$ cat config.mk
export PLATFORM = sky130hd
export DESIGN_NAME = ctrl_coproc
export DESIGN_NICKNAME = d
export VERILOG_FILES = /design/src/rtl/ccp_pkg.sv /design/src/rtl/ccp_status_stack.sv /design/src/rtl/ccp_exc_capture.sv /design/src/rtl/ccp_irq_gate.sv /design/src/rtl/ctrl_coproc.sv
export SDC_FILE = /design/constraint.sdc
export NUM_CORES = 1
export LEC_CHECK = 0
export BUFFER_PORTS_ARGS = -buffer_cell sky130_fd_sc_hd__buf_4
export CORE_ASPECT_RATIO = 2
export CORE_MARGIN = 2
export CORE_UTILIZATION = 40
export DETAILED_ROUTE_END_ITERATION = 10
export PLACE_DENSITY = 0.76
export SYNTH_ARGS = -nofsm -noshare
export SYNTH_HDL_FRONTEND = slang
export SYNTH_SLANG_ARGS = --single-unit
$ cat constraint.sdc
create_clock -name clk -period 1.67 [get_ports clk]
set_clock_uncertainty 0.05 [all_clocks]
set_input_delay 0.167 -clock clk [delete_from_list [all_inputs] [get_ports clk]]
set_output_delay 0.167 -clock clk [all_outputs]
set_load 0.05 [all_outputs]
$ cat src/rtl/ccp_pkg.sv
package ccp_pkg;
  localparam int unsigned CCP_IDX_W = 5;
  localparam int unsigned CCP_CODE_W = 5;

  localparam logic [CCP_IDX_W-1:0] IDX_BADADDR = 5'd8;
  localparam logic [CCP_IDX_W-1:0] IDX_STATUS  = 5'd12;
  localparam logic [CCP_IDX_W-1:0] IDX_CAUSE   = 5'd13;
  localparam logic [CCP_IDX_W-1:0] IDX_EPC     = 5'd14;
  localparam logic [CCP_IDX_W-1:0] IDX_PRID    = 5'd15;

  localparam int unsigned ST_IE_CUR  = 0;
  localparam int unsigned ST_KU_CUR  = 1;
  localparam int unsigned ST_MASK_LO = 8;
  localparam int unsigned ST_BEV     = 22;
  localparam int unsigned ST_CU_LO   = 28;
  localparam int unsigned CS_BD      = 31;
  localparam int unsigned CS_CODE_LO = 2;

  typedef enum logic [CCP_CODE_W-1:0] {
    EXC_INT     = 5'h00,
    EXC_ADDR_LD = 5'h04,
    EXC_ADDR_ST = 5'h05,
    EXC_BUS_I   = 5'h06,
    EXC_BUS_D   = 5'h07,
    EXC_SYS     = 5'h08,
    EXC_BRK     = 5'h09,
    EXC_RESV    = 5'h0A,
    EXC_COPU    = 5'h0B,
    EXC_OVF     = 5'h0C
  } exc_code_e;
endpackage

$ cat src/rtl/ccp_status_stack.sv
module ccp_status_stack #(
  parameter int unsigned     XLEN      = 32,
  parameter logic [XLEN-1:0] RESET_VAL = 32'h0040_0000,
  parameter logic [XLEN-1:0] WR_MASK   = 32'hF040_FF3F
) (
  input  logic            clk,
  input  logic            rst_n,
  input  logic            push,
  input  logic            pop,
  input  logic            wr_en,
  input  logic [XLEN-1:0] wdata,
  output logic [XLEN-1:0] status_q
);
  logic [XLEN-1:0] status_d;
  logic            status_en;

  always_comb begin
    status_d  = status_q;
    status_en = 1'b0;
    if (push) begin
      status_d[5:0] = {status_q[3:0], 2'b00};
      status_en     = 1'b1;
    end else if (pop) begin
      status_d[3:0] = status_q[5:2];
      status_en     = 1'b1;
    end else if (wr_en) begin
      status_d  = wdata & WR_MASK;
      status_en = 1'b1;
    end
  end

  always_ff @(posedge clk or negedge rst_n) begin
    if (!rst_n) begin
      status_q <= RESET_VAL;
    end else if (status_en) begin
      status_q <= status_d;
    end
  end
endmodule

$ cat src/rtl/ccp_exc_capture.sv
module ccp_exc_capture
  import ccp_pkg::*;
#(
  parameter int unsigned XLEN   = 32,
  parameter int unsigned CODE_W = 5
) (
  input  logic              clk,
  input  logic              rst_n,
  input  logic              exc_req,
  input  logic [CODE_W-1:0] exc_code,
  input  logic [XLEN-1:0]   exc_pc,
  input  logic              exc_in_delay,
  input  logic [XLEN-1:0]   exc_badaddr,
  output logic [CODE_W-1:0] code_q,
  output logic              bd_q,
  output logic [XLEN-1:0]   epc_q,
  output logic [XLEN-1:0]   bad_q
);
  localparam logic [XLEN-1:0] INSN_BYTES = XLEN'(4);

  logic [XLEN-1:0] epc_d;
  logic            bad_en;

  always_comb begin
    epc_d  = exc_in_delay ? (exc_pc - INSN_BYTES) : exc_pc;
    bad_en = exc_req && ((exc_code == EXC_ADDR_LD) || (exc_code == EXC_ADDR_ST));
  end

  always_ff @(posedge clk or negedge rst_n) begin
    if (!rst_n) begin
      code_q <= '0;
      bd_q   <= 1'b0;
      epc_q  <= '0;
    end else if (exc_req) begin
      code_q <= exc_code;
      bd_q   <= exc_in_delay;
      epc_q  <= epc_d;
    end
  end

  always_ff @(posedge clk or negedge rst_n) begin
    if (!rst_n) begin
      bad_q <= '0;
    end else if (bad_en) begin
      bad_q <= exc_badaddr;
    end
  end
endmodule

$ cat src/rtl/ccp_irq_gate.sv
module ccp_irq_gate #(
  parameter int unsigned NUM_IRQ = 8
) (
  input  logic               ie_cur,
  input  logic [NUM_IRQ-1:0] mask,
  input  logic [NUM_IRQ-1:0] lines,
  output logic               irq_req
);
  logic [NUM_IRQ-1:0] hit;

  for (genvar g = 0; g < NUM_IRQ; g++) begin : g_line
    assign hit[g] = mask[g] & lines[g];
  end

  assign irq_req = ie_cur & (|hit);
endmodule

$ cat src/rtl/ctrl_coproc.sv
module ctrl_coproc
  import ccp_pkg::*;
#(
  parameter int unsigned     XLEN       = 32,
  parameter int unsigned     NUM_IRQ    = 8,
  parameter int unsigned     NUM_COP    = 4,
  parameter logic [XLEN-1:0] PRID_VALUE = 32'h0000_0002,
  parameter logic [XLEN-1:0] VEC_RAM    = 32'h8000_0080,
  parameter logic [XLEN-1:0] VEC_ROM    = 32'hBFC0_0180
) (
  input  logic                  clk,
  input  logic                  rst_n,
  input  logic                  reg_wr_en,
  input  logic [CCP_IDX_W-1:0]  reg_addr,
  input  logic [XLEN-1:0]       reg_wdata,
  output logic [XLEN-1:0]       reg_rdata,
  input  logic                  exc_req,
  input  logic [CCP_CODE_W-1:0] exc_code,
  input  logic [XLEN-1:0]       exc_pc,
  input  logic                  exc_in_delay,
  input  logic [XLEN-1:0]       exc_badaddr,
  input  logic                  rfe_req,
  input  logic [NUM_IRQ-1:0]    irq_lines,
  output logic                  irq_req,
  output logic [XLEN-1:0]       vector_addr,
  output logic                  user_mode,
  output logic [NUM_COP-1:0]    cop_usable
);
  localparam logic [XLEN-1:0] ST_RESET = XLEN'(1) << ST_BEV;
  localparam logic [XLEN-1:0] ST_CU_MASK = ((XLEN'(1) << NUM_COP) - XLEN'(1)) << ST_CU_LO;
  localparam logic [XLEN-1:0] ST_IM_MASK = ((XLEN'(1) << NUM_IRQ) - XLEN'(1)) << ST_MASK_LO;
  localparam logic [XLEN-1:0] ST_WR_MASK = ST_CU_MASK | ST_IM_MASK | ST_RESET | XLEN'(6'h3F);

  logic [XLEN-1:0]       status_q;
  logic [XLEN-1:0]       cause_val;
  logic [XLEN-1:0]       epc_q;
  logic [XLEN-1:0]       bad_q;
  logic [CCP_CODE_W-1:0] code_q;
  logic                  bd_q;
  logic                  status_wr;
  logic                  pop_ok;

  assign status_wr = reg_wr_en && (reg_addr == IDX_STATUS);
  assign pop_ok    = rfe_req && !exc_req;

  ccp_status_stack #(
    .XLEN     (XLEN),
    .RESET_VAL(ST_RESET),
    .WR_MASK  (ST_WR_MASK)
  ) u_stack (
    .clk     (clk),
    .rst_n   (rst_n),
    .push    (exc_req),
    .pop     (pop_ok),
    .wr_en   (status_wr),
    .wdata   (reg_wdata),
    .status_q(status_q)
  );

  ccp_exc_capture #(
    .XLEN  (XLEN),
    .CODE_W(CCP_CODE_W)
  ) u_capture (
    .clk         (clk),
    .rst_n       (rst_n),
    .exc_req     (exc_req),
    .exc_code    (exc_code),
    .exc_pc      (exc_pc),
    .exc_in_delay(exc_in_delay),
    .exc_badaddr (exc_badaddr),
    .code_q      (code_q),
    .bd_q        (bd_q),
    .epc_q       (epc_q),
    .bad_q       (bad_q)
  );

  ccp_irq_gate #(
    .NUM_IRQ(NUM_IRQ)
  ) u_irq (
    .ie_cur (status_q[ST_IE_CUR]),
    .mask   (status_q[ST_MASK_LO +: NUM_IRQ]),
    .lines  (irq_lines),
    .irq_req(irq_req)
  );

  always_comb begin
    cause_val                            = '0;
    cause_val[CS_BD]                     = bd_q;
    cause_val[ST_MASK_LO +: NUM_IRQ]     = irq_lines;
    cause_val[CS_CODE_LO +: CCP_CODE_W]  = code_q;
  end

  always_comb begin
    unique case (reg_addr)
      IDX_BADADDR: reg_rdata = bad_q;
      IDX_STATUS:  reg_rdata = status_q;
      IDX_CAUSE:   reg_rdata = cause_val;
      IDX_EPC:     reg_rdata = epc_q;
      IDX_PRID:    reg_rdata = PRID_VALUE;
      default:     reg_rdata = '0;
    endcase
  end

  assign vector_addr = status_q[ST_BEV] ? VEC_ROM : VEC_RAM;
  assign user_mode   = status_q[ST_KU_CUR];

  for (genvar c = 0; c < NUM_COP; c++) begin : g_cop
    if (c == 0) begin : g_sys
      assign cop_usable[c] = status_q[ST_CU_LO] | ~status_q[ST_KU_CUR];
    end else begin : g_ext
      assign cop_usable[c] = status_q[ST_CU_LO + c];
    end
  end
endmodule

==> run metrics <==
status complete, but fails checks; violated checks setup timing; post-route ant nets 0; Yosys top cell by area dfrtp_1; initial antenna violation count 1; average instance area after synthesis 10.50 sq um; Sink Count 89; H-tree levels 3; clk buf depth 2; die area 0.01321 sq mm; # fillers 980; initial detailed-routing violation count 332; routed via count 4472; post-synthesis adder-cell area fraction 0.002552; CP max-delay cell or3_4; Main synth FF type dfrtp_1; Seq/Total Area, Yosys 0.4546; HP Class in -> reg; Area contributors post-synth dfrtp_1 45%, mux2_2 12%, buf_4 5.4%; number of synthesized flops with an enable pin 0; largest family of logic cells by synthesized area compound AO/OA/AOI/OAI gates; Pre-antenna DRT Iters 4; Leak 0.003332 uW; root buffer cell clkbuf_16; vias in the first global route 4617; Setup Crit Path Kind in -> out; initial core utilization 0.4067; Die H 160.6 microns; GRT Overall Usage 0.2334; Unique masters post-synth 47; area share of the largest cell type after synthesis 0.4492; area grow syn2layout 48.75%; max-slew violation count 0; first-pass GRT wire length 23.23 mm; Final Core Density 0.6050; final hold violations 0; crit end category primary output; critical path required time 1.45 ns; switching part of the total power 0.2799; most common cell in the netlist dfrtp_1; Reg power frac 0.433; worst-path fanout max 6; CTS Buf Count 9; cell mode on critical path buf_6; hold slack 0.01084 ns; most frequent cells after synthesis 88 x dfrtp_1, 54 x mux2_2, 43 x nor2_1; Yosys reg bits 89; max-cap viol count 0; GP Congestion 0.8883; HPWL Detailed 11.56 mm; Core Footprint 0.01205 sq mm; Yosys warning count 0; Post-route DRC 0; port bufs 153; post-route setup slack -0.08747 ns; CTS tree built; Peak Freq 569.0 MHz; Routed WL 15.47 mm; multiplexer share of the synthesized area 0.1322; P_int 4481 uW; layout net count 778; Crit path largest cell delay 0.39 ns; Logic pwr share 0.217; worst-skew pair later-pin latency 0.34 ns; Final Cycle Share 1.052; row count 57; layout cell share with drive strength beyond 1 0.5113; largest net degree at the start of global routing 72; Clk pin slew, worst setup/hold paths 0.06 ns; Fin Setup TNS -1.091 ns; Simple-Gate Fraction of Synth Area 0.1498; Final Critical Period 1.757 ns; Routed WL per cell 19.12 microns; worst-path cell chain buf_6 > or3_4 > nor3b_4 > buf_6 > buf_12 > a22o_2 > buf_6; maximum VDD drop 0.6996 mV; Die Width 82.28 microns; Synth Cell Area 0.004902 sq mm; Compound-Gate Fraction of Synth Area 0.1557; RSZ-0062 raised after global routing true; Startpoint Class input pin; drt via density 5.528; XOR/XNOR Fraction of Synth Area 0.01965; share of flip-flops with an asynchronous set or reset 1.000; Final Setup Violations 29; Post-Synthesis Cells 467; power per cell area 853.3 mW/mm^2; I/O pins 190; Worst Path Arrival 1.54 ns; GRT overflow 0; clock network power share 0.350; NetSw 1742 uW
[flip-flops by register name (all words and copies together), names as in the netlist]
register          cells
u_capture.bad_q      32
u_capture.epc_q      32
u_stack.status_q     19
u_capture.code_q      5
u_capture.bd_q        1
[final cells by class]
type | instances | area, sq um | share of cell area
Multi-Input combinational cell | 327 | 2519 | 0.3454
Clock inverter | 4 | 76.32 | 0.01047
Clock buffer | 11 | 252.7 | 0.03466
Tap cell | 147 | 183.9 | 0.02522
Sequential cell | 89 | 2228 | 0.3056
Timing Repair Buffer | 218 | 1984 | 0.2721
Antenna cell | 1 | 2.502 | 0.0003432
Inverter | 12 | 45.04 | 0.006177
[metal layers]
metal  part of all wire  routed length [microns]  GRT usage  up-vias
met5                  0                        0          0        -
met4              0.045                      700     0.1356        0
met3              0.049                      756    0.02809       40
met2               0.57                     8762     0.4205      187
met1               0.34                     5249     0.2481     2179
li1                   -                        -          -     2066
[per-stage QoR]
step	power (uW)	area [sq um]	std cells	setup WS, ns
finish	6223	7292	809	-0.08747
global route	6464	7292	809	-0.1324
CTS	6223	7193	806	-0.08279
detailed placement	3991	6558	784	-0.2353
global placement	3932	6558	784	-0.2150
floorplan	3453	5042	488	-0.02408
[kinds of logic (layout without fill, tap and decap cells)]
kind of cell	after synthesis	count (layout)
AO/OA/AOI/OAI	107	107
multiplexers	58	58
buffers and inverters	72	245
XOR/XNOR	11	11
other	2	24
adder cells (fa/ha/maj)	1	1
AND/OR/NAND/NOR	127	127
flip-flops	89	89
[cells in the final DEF (no fill, tap or decap), drive strengths merged, types with 10 or more instances in the layout]
master / Yosys / final
nor2: 43 / 43
clkbuf: 18 / 11
a21oi: 14 / 14
buf: 42 / 216
a22oi: 30 / 30
a31oi: 18 / 18
or4: 13 / 13
mux2: 54 / 54
a22o: 13 / 13
conb: 2 / 23
dfrtp: 88 / 88
nand2: 24 / 24
o31ai: 10 / 10
inv: 12 / 12
[final timing paths]
kind,from,endpoint,slack [ns],cells after the start
min in group asynchronous,rst_n,u_capture.epc_q[9],0.27,2
min reg2reg,u_capture.epc_q[1],u_capture.epc_q[1],0.45,1
min,exc_badaddr[31],u_capture.bad_q[31],0.01,2
max reg2reg,u_stack.status_q[4],u_stack.status_q[2],0.60,3
max,reg_addr[0],reg_rdata[27],-0.09,7
max in group asynchronous,rst_n,u_stack.status_q[22],0.71,3
[worst max-delay path: cells and delay by family]
kind / cells / cell delay [ns]
buffers and inverters: 4 / 0.55
AND/OR/NAND/NOR: 2 / 0.65
AO/OA/AOI/OAI: 1 / 0.16
[power by group through the flow]
| stage | Combinational (uW) | Clock, uW | Sequential, uW |
|---|---|---|---|
| 6_report | 1350 | 2180 | 2700 |
| 3_3_place_gp | 1250 | 0 | 2680 |
| 2_1_floorplan | 817 | 0 | 2640 |
| 3_5_place_dp | 1280 | 0 | 2710 |
| 4_1_cts | 1330 | 2210 | 2680 |
| 5_1_grt | 1440 | 2300 | 2730 |
[timing repair]
| item | 4_1_cts | 5_1_grt |
|---|---|---|
| resized for setup | 52 | 24 |
| buffers inserted | 3 | 2 |
| setup endpoints to repair | 32 | 32 |
| pin swaps | 6 | 12 |
| hold buffers | 1 | 1 |
| endpoints found under the hold margin | 30 | 1 |
| gates cloned | 3 | 0 |
Power figures use the tool's default switching activity.
